--- config.mk ---
export PLATFORM = sky130hd
export DESIGN_NAME = shram_host_ctl
export DESIGN_NICKNAME = d
export VERILOG_FILES = /design/src/rtl/shram_host_pkg.sv /design/src/rtl/shram_host_ctrl.sv /design/src/rtl/shram_host_dpath.sv /design/src/rtl/shram_host_ctl.sv
export SDC_FILE = /design/constraint.sdc
export NUM_CORES = 1
export LEC_CHECK = 0
export BUFFER_PORTS_ARGS = -buffer_cell sky130_fd_sc_hd__buf_2
export CAP_MARGIN = 20
export CORE_MARGIN = 2
export CORE_UTILIZATION = 45
export CTS_CLUSTER_SIZE = 20
export DETAILED_ROUTE_END_ITERATION = 10
export GPL_TIMING_DRIVEN = 0
export PLACE_DENSITY = 0.82
export REMOVE_ABC_BUFFERS = 1
export SLEW_MARGIN = 20
export SYNTH_ARGS = -nofsm -noshare
export SYNTH_HDL_FRONTEND = slang
export SYNTH_SLANG_ARGS = --single-unit
--- constraint.sdc ---
create_clock -name clk -period 4.1 [get_ports clk]
set_input_delay 0.615 -clock clk [delete_from_list [all_inputs] [get_ports clk]]
set_output_delay 0.615 -clock clk [all_outputs]
set_load 0.03 [all_outputs]
--- src/rtl/shram_host_pkg.sv ---
package shram_host_pkg;

  typedef enum logic [1:0] {
    REG_ADDR = 2'd0,
    REG_DATA = 2'd1,
    REG_CTRL = 2'd2
  } regSel_e;

  localparam int BIT_LOCK = 7;
  localparam int BIT_WCMD = 5;
  localparam int BIT_RCMD = 3;
  localparam int BIT_DIR  = 0;

  // strobes from control to datapath
  typedef struct packed {
    logic hostAcc;
    logic stepAddr;
    logic ramWr;
    logic ramRd;
    logic capture;
    logic clearCmd;
  } strobe_t;

  // held control bits
  typedef struct packed {
    logic lock;
    logic wrCmd;
    logic rdCmd;
    logic dirDown;
  } ctrlBits_t;

endpackage

--- src/rtl/shram_host_ctrl.sv ---
module shram_host_ctrl
  import shram_host_pkg::*;
(
  input  logic      clk,
  input  logic      rst,
  input  logic      hostSel,
  input  logic      hostWr,
  input  logic [1:0] hostAddr,
  input  logic      newWrCmd,
  input  logic      newRdCmd,
  input  ctrlBits_t bits,
  output strobe_t   stb,
  output logic      busy,
  output logic      hostWait
);

  typedef enum logic [1:0] {S_IDLE, S_WRITE, S_RDREQ, S_RDCAP} state_e;

  state_e state, stateNext;

  assign busy     = (state != S_IDLE);
  assign hostWait = hostSel && busy;

  always_comb begin
    stb       = '0;
    stateNext = state;
    unique case (state)
      S_IDLE: begin
        stb.hostAcc = hostSel;
        if (hostSel) begin
          if (hostWr && hostAddr == REG_CTRL && !(newWrCmd && newRdCmd)) begin
            if (newWrCmd)      stateNext = S_WRITE;
            else if (newRdCmd) stateNext = S_RDREQ;
          end else if (hostWr && hostAddr == REG_DATA && bits.lock && bits.wrCmd) begin
            stateNext = S_WRITE;
          end else if (!hostWr && hostAddr == REG_DATA && bits.lock && bits.rdCmd) begin
            stb.stepAddr = 1'b1;
            stateNext    = S_RDREQ;
          end
        end
      end
      S_WRITE: begin
        stb.ramWr = 1'b1;
        if (bits.lock) stb.stepAddr = 1'b1;
        else           stb.clearCmd = 1'b1;
        stateNext = S_IDLE;
      end
      S_RDREQ: begin
        stb.ramRd = 1'b1;
        stateNext = S_RDCAP;
      end
      S_RDCAP: begin
        stb.capture = 1'b1;
        if (!bits.lock) stb.clearCmd = 1'b1;
        stateNext = S_IDLE;
      end
      default: stateNext = S_IDLE;
    endcase
  end

  always_ff @(posedge clk) begin
    if (rst) state <= S_IDLE;
    else     state <= stateNext;
  end

endmodule

--- src/rtl/shram_host_dpath.sv ---
module shram_host_dpath
  import shram_host_pkg::*;
#(
  parameter int ADDR_W = 6,
  parameter int DATA_W = 32
) (
  input  logic              clk,
  input  logic              rst,
  input  logic              hostWr,
  input  logic [1:0]        hostAddr,
  input  logic [DATA_W-1:0] hostWrData,
  output logic [DATA_W-1:0] hostRdData,
  input  strobe_t           stb,
  output ctrlBits_t         bits,
  output logic [ADDR_W-1:0] ramAddr,
  output logic [DATA_W-1:0] ramWrData,
  input  logic [DATA_W-1:0] ramRdData
);

  localparam int CTRL_W = 8;

  logic [ADDR_W-1:0] addrReg;
  logic [DATA_W-1:0] dataReg;
  logic              ctrlLegal;
  logic              wrAcc;
  logic [CTRL_W-1:0] ctrlWord;

  assign wrAcc     = stb.hostAcc && hostWr;
  assign ctrlLegal = !(hostWrData[BIT_WCMD] && hostWrData[BIT_RCMD]);

  always_ff @(posedge clk) begin
    if (rst) begin
      addrReg <= '0;
    end else if (wrAcc && hostAddr == REG_ADDR) begin
      addrReg <= hostWrData[ADDR_W-1:0];
    end else if (stb.stepAddr) begin
      addrReg <= bits.dirDown ? addrReg - ADDR_W'(1) : addrReg + ADDR_W'(1);
    end
  end

  always_ff @(posedge clk) begin
    if (rst) begin
      dataReg <= '0;
    end else if (wrAcc && hostAddr == REG_DATA) begin
      dataReg <= hostWrData;
    end else if (stb.capture) begin
      dataReg <= ramRdData;
    end
  end

  always_ff @(posedge clk) begin
    if (rst) begin
      bits <= '0;
    end else if (wrAcc && hostAddr == REG_CTRL && ctrlLegal) begin
      bits.lock    <= hostWrData[BIT_LOCK];
      bits.wrCmd   <= hostWrData[BIT_WCMD];
      bits.rdCmd   <= hostWrData[BIT_RCMD];
      bits.dirDown <= hostWrData[BIT_DIR];
    end else if (stb.clearCmd) begin
      bits.wrCmd <= 1'b0;
      bits.rdCmd <= 1'b0;
    end
  end

  always_comb begin
    ctrlWord           = '0;
    ctrlWord[BIT_LOCK] = bits.lock;
    ctrlWord[BIT_WCMD] = bits.wrCmd;
    ctrlWord[BIT_RCMD] = bits.rdCmd;
    ctrlWord[BIT_DIR]  = bits.dirDown;
  end

  always_comb begin
    unique case (hostAddr)
      REG_ADDR: hostRdData = DATA_W'(addrReg);
      REG_DATA: hostRdData = dataReg;
      REG_CTRL: hostRdData = DATA_W'(ctrlWord);
      default:  hostRdData = '0;
    endcase
  end

  assign ramAddr   = addrReg;
  assign ramWrData = dataReg;

endmodule

--- src/rtl/shram_host_ctl.sv ---
module shram_host_ctl
  import shram_host_pkg::*;
#(
  parameter int ADDR_W = 6,
  parameter int DATA_W = 32
) (
  input  logic              clk,
  input  logic              rst,
  input  logic              hostSel,
  input  logic              hostWr,
  input  logic [1:0]        hostAddr,
  input  logic [DATA_W-1:0] hostWrData,
  output logic [DATA_W-1:0] hostRdData,
  output logic              hostWait,
  output logic              busy,
  output logic              ramWrEn,
  output logic              ramRdEn,
  output logic [ADDR_W-1:0] ramAddr,
  output logic [DATA_W-1:0] ramWrData,
  input  logic [DATA_W-1:0] ramRdData
);

  strobe_t   stb;
  ctrlBits_t ctlBits;

  shram_host_ctrl u_ctrl (
    .clk      (clk),
    .rst      (rst),
    .hostSel  (hostSel),
    .hostWr   (hostWr),
    .hostAddr (hostAddr),
    .newWrCmd (hostWrData[BIT_WCMD]),
    .newRdCmd (hostWrData[BIT_RCMD]),
    .bits     (ctlBits),
    .stb      (stb),
    .busy     (busy),
    .hostWait (hostWait)
  );

  shram_host_dpath #(.ADDR_W(ADDR_W), .DATA_W(DATA_W)) u_dpath (
    .clk        (clk),
    .rst        (rst),
    .hostWr     (hostWr),
    .hostAddr   (hostAddr),
    .hostWrData (hostWrData),
    .hostRdData (hostRdData),
    .stb        (stb),
    .bits       (ctlBits),
    .ramAddr    (ramAddr),
    .ramWrData  (ramWrData),
    .ramRdData  (ramRdData)
  );

  assign ramWrEn = stb.ramWr;
  assign ramRdEn = stb.ramRd;

endmodule

==> load_flow_metrics.sql <==
INSERT INTO impl_metrics (metric_group, metric, value, unit) VALUES
('cells_and_area', 'layout_commonest_cell', 'sky130_fd_sc_hd__buf_2', ''),
('sta', 'holdWs', '466.2', 'ps'),
('cts', 'clock-sinks', '44', ''),
('floorplanning', 'row_count', '26', ''),
('power', 'cellPowerDensity', '277.2', 'nW/µm²'),
('drt', 'wl', '6951', 'µm'),
('cts', 'cts-root-buf', 'sky130_fd_sc_hd__clkbuf_8', ''),
('setup_path', 'worst_setup_path_start_kind', 'input port', ''),
('cts', 'clk_transition_reported_paths', '80', 'ps'),
('floorplanning', 'fp.coreArea', '5205', 'µm²'),
('flow_run', 'maxCapViolations', '0', ''),
('logic_synthesis', 'synth_top_area_share', '0.3565', ''),
('sta', 'tightestPinTransition', '824.4', 'ps'),
('setup_path', 'worstSetupPathType', 'input port to output port', ''),
('logic_synthesis', 'post_synth_top_flop', 'sky130_fd_sc_hd__dfxtp_1', ''),
('sta', 'achievable-frequency', '395.7', 'MHz'),
('cells_and_area', 'final_util', '0.6245', ''),
('setup_path', 'critical_path.cell_chain', 'buf_2, nor2b_2, buf_6, and2_1, buf_2', ''),
('logic_synthesis', 'synth_edf_count', '0', ''),
('logic_synthesis', 'ys_seq_area_frac', '0.3565', ''),
('sta', 'totalNegativeSetupSlack', '0', 'ps'),
('placed_design', 'rd_place_congestion', '0.8816', ''),
('placed_design', 'place_ws', '1199', 'ps'),
('drt', 'ant_nets', '0', ''),
('setup_path', 'critical_path.n_buffers_inverters', '3', ''),
('global_route', 'grt_pass1_wl', '11300', 'µm'),
('logic_synthesis', 'library_cell_occupying_the_most_area_in_the_post_synthesis_netlist', 'sky130_fd_sc_hd__dfxtp_1', ''),
('cells_and_area', 'nNetsFinal', '493', ''),
('cts', 'cts_tree', 'done', ''),
('global_route', 'initial_antenna_violation_count', '0', ''),
('cts', 'cts-hold-fix-buffers', '0', ''),
('cells_and_area', 'share_of_post_route_cells_with_drive_strength_above_1', '0.3890', ''),
('power', 'static-leakage-power', '1.534', 'nW'),
('drt', 'drt-wirelength-per-cell', '14.21', 'µm'),
('sta', 'worst_slew_margin_rel', '0.4504', ''),
('cells_and_area', 'num_antenna_cells', '0', ''),
('drt', 'detail_route.iter0.violations', '123', ''),
('floorplanning', 'die_y', '78.11', 'µm'),
('floorplanning', 'initial_core_util', '0.4748', ''),
('drt', 'avgViaCountPerCell', '5.264', ''),
('sta', 'timing.final.ws_setup', '1573', 'ps'),
('logic_synthesis', 'mappedNetlistArea', '2471', 'µm²'),
('cts', 'ctsResizeCount', '0', ''),
('run_status', 'run_status', 'complete, no violations', ''),
('cts', 'postCtsSetupBuffers', '0', ''),
('setup_path', 'critical_path_data_required_time', '3480', 'ps'),
('global_route', 'grt_resource_usage_total', '0.2270', ''),
('cts', 'htree_levels', '2', ''),
('power', 'finalPower', '901.1', 'µW'),
('setup_path', 'family_of_cells_with_the_greatest_summed_delay_on_the_critical_path', 'buffers and inverters', ''),
('global_route', 'gr-total-overflow', '0', ''),
('global_route', 'first_global_vias', '2380', ''),
('cells_and_area', 'layout.cells.most_common_list', 'sky130_fd_sc_hd__buf_2, sky130_fd_sc_hd__dfxtp_1, sky130_fd_sc_hd__nand2_1', ''),
('logic_synthesis', 'synthTopCellsByArea', 'sky130_fd_sc_hd__dfxtp_1, sky130_fd_sc_hd__a22oi_1, sky130_fd_sc_hd__and2_1', ''),
('hold_path', 'hold_path.class', 'register to register', ''),
('sta', 'rsz0062_at_grt', 'no', ''),
('setup_path', 'crit_path_max_fanout', '15', ''),
('placed_design', 'hpwlAfterDp', '5254', 'µm'),
('drt', 'total_iterations_of_the_first_detailed_routing_run', '7', ''),
('logic_synthesis', 'avgSynthCellArea', '8.580', 'µm²'),
('setup_path', 'timing.critical_path.to_type', 'output port', ''),
('floorplanning', 'die_w', '78.11', 'µm'),
('cells_and_area', 'sequential_cell_area', '880.8', 'µm²'),
('setup_path', 'critical-path-top-cell-by-count', 'sky130_fd_sc_hd__buf_2', ''),
('placed_design', 'portBuffers', '143', ''),
('sta', 'timing.final.setup_violations', '0', ''),
('cts', 'clock_insertion_delay_worst_skew', '290', 'ps'),
('drt', 'num_vias', '2574', ''),
('sta', 'min_period_over_period', '0.6164', ''),
('setup_path', 'cpMaxStageDelayCell', 'sky130_fd_sc_hd__nor2b_2', ''),
('logic_synthesis', 'postSynth.asyncResetShare', '0', '');
==> cell families (layout without fill, tap and decap cells) <==
kind of cell,after synthesis,count (layout),share of synthesized area
XOR/XNOR,3,3,0.01063
multiplexers,16,16,0.06481
AND/OR/NAND/NOR,109,109,0.2385
buffers and inverters,24,155,0.06430
AO/OA/AOI/OAI,87,87,0.2370
adder cells (fa/ha/maj),5,5,0.02836
flip-flops,44,44,0.3565
==> sequential cells by signal, indices dropped and copies added (netlist names) <==
name	count
u_dpath.ramWrData	32
u_dpath.bits	4
u_ctrl.state	2
u_dpath.ramAddr	6
==> Yosys cell counts, types with 4 or more instances <==
cell                       number
sky130_fd_sc_hd__nor2_1        18
sky130_fd_sc_hd__nor3_1         4
sky130_fd_sc_hd__a21oi_1       31
sky130_fd_sc_hd__a22oi_1       26
sky130_fd_sc_hd__buf_6          4
sky130_fd_sc_hd__mux2i_1       16
sky130_fd_sc_hd__buf_2          4
sky130_fd_sc_hd__o21ai_0        8
sky130_fd_sc_hd__ha_1           4
sky130_fd_sc_hd__nor2b_1        8
sky130_fd_sc_hd__dfxtp_1       44
sky130_fd_sc_hd__clkbuf_1       8
sky130_fd_sc_hd__and2_1        29
sky130_fd_sc_hd__nand2_1       33
sky130_fd_sc_hd__a211oi_1       8
==> power by group <==
group | internal [mW] | switching [mW]
Clock | 0.181 | 0.140
Sequential | 0.437 | 0.00866
Combinational | 0.0536 | 0.0804
Total | 0.672 | 0.230
==> final timing paths <==
path                               from               endpoint  slack, ps  depth (start not counted)
hold reg to reg   u_dpath.ramWrData[22]  u_dpath.ramWrData[22]        470                          2
setup / recovery            hostAddr[0]         hostRdData[18]       1570                          5
setup reg to reg        u_ctrl.state[0]  u_dpath.ramWrData[25]       2240                          5
hold / removal    u_dpath.ramWrData[22]  u_dpath.ramWrData[22]        470                          2
==> worst reg2reg max path: cells and delay by family, from the launching register on <==
family | cells | cell delay [ps]
simple gates | 4 | 1250
flops | 1 | 390
compound gates | 1 | 70
==> final cells by class <==
class,count,share of cell area
multi-input cells,220,0.4419
flip-flops and latches,44,0.2710
inverters,3,0.003464
repair buffers,144,0.2236
well taps,70,0.02694
clock buffers,6,0.02232
clock inverters,2,0.01078
==> routing by layer <==
metal | global-route usage | up-vias | routed length, µm
li1 | - | 1285 | -
met1 | 0.2679 | 1188 | 2898
met2 | 0.4164 | 94 | 3515
met3 | 0.04598 | 7 | 483
met4 | 0.06140 | 0 | 53
met5 | 0 | - | 0
==> per-stage QoR <==
stage | cells | instance area [µm²]
floorplan | 267 | 2323
global placement | 480 | 3127
detailed placement | 481 | 3142
CTS | 489 | 3249
global route | 489 | 3251
finish | 489 | 3251
Power figures use the tool's default switching activity.
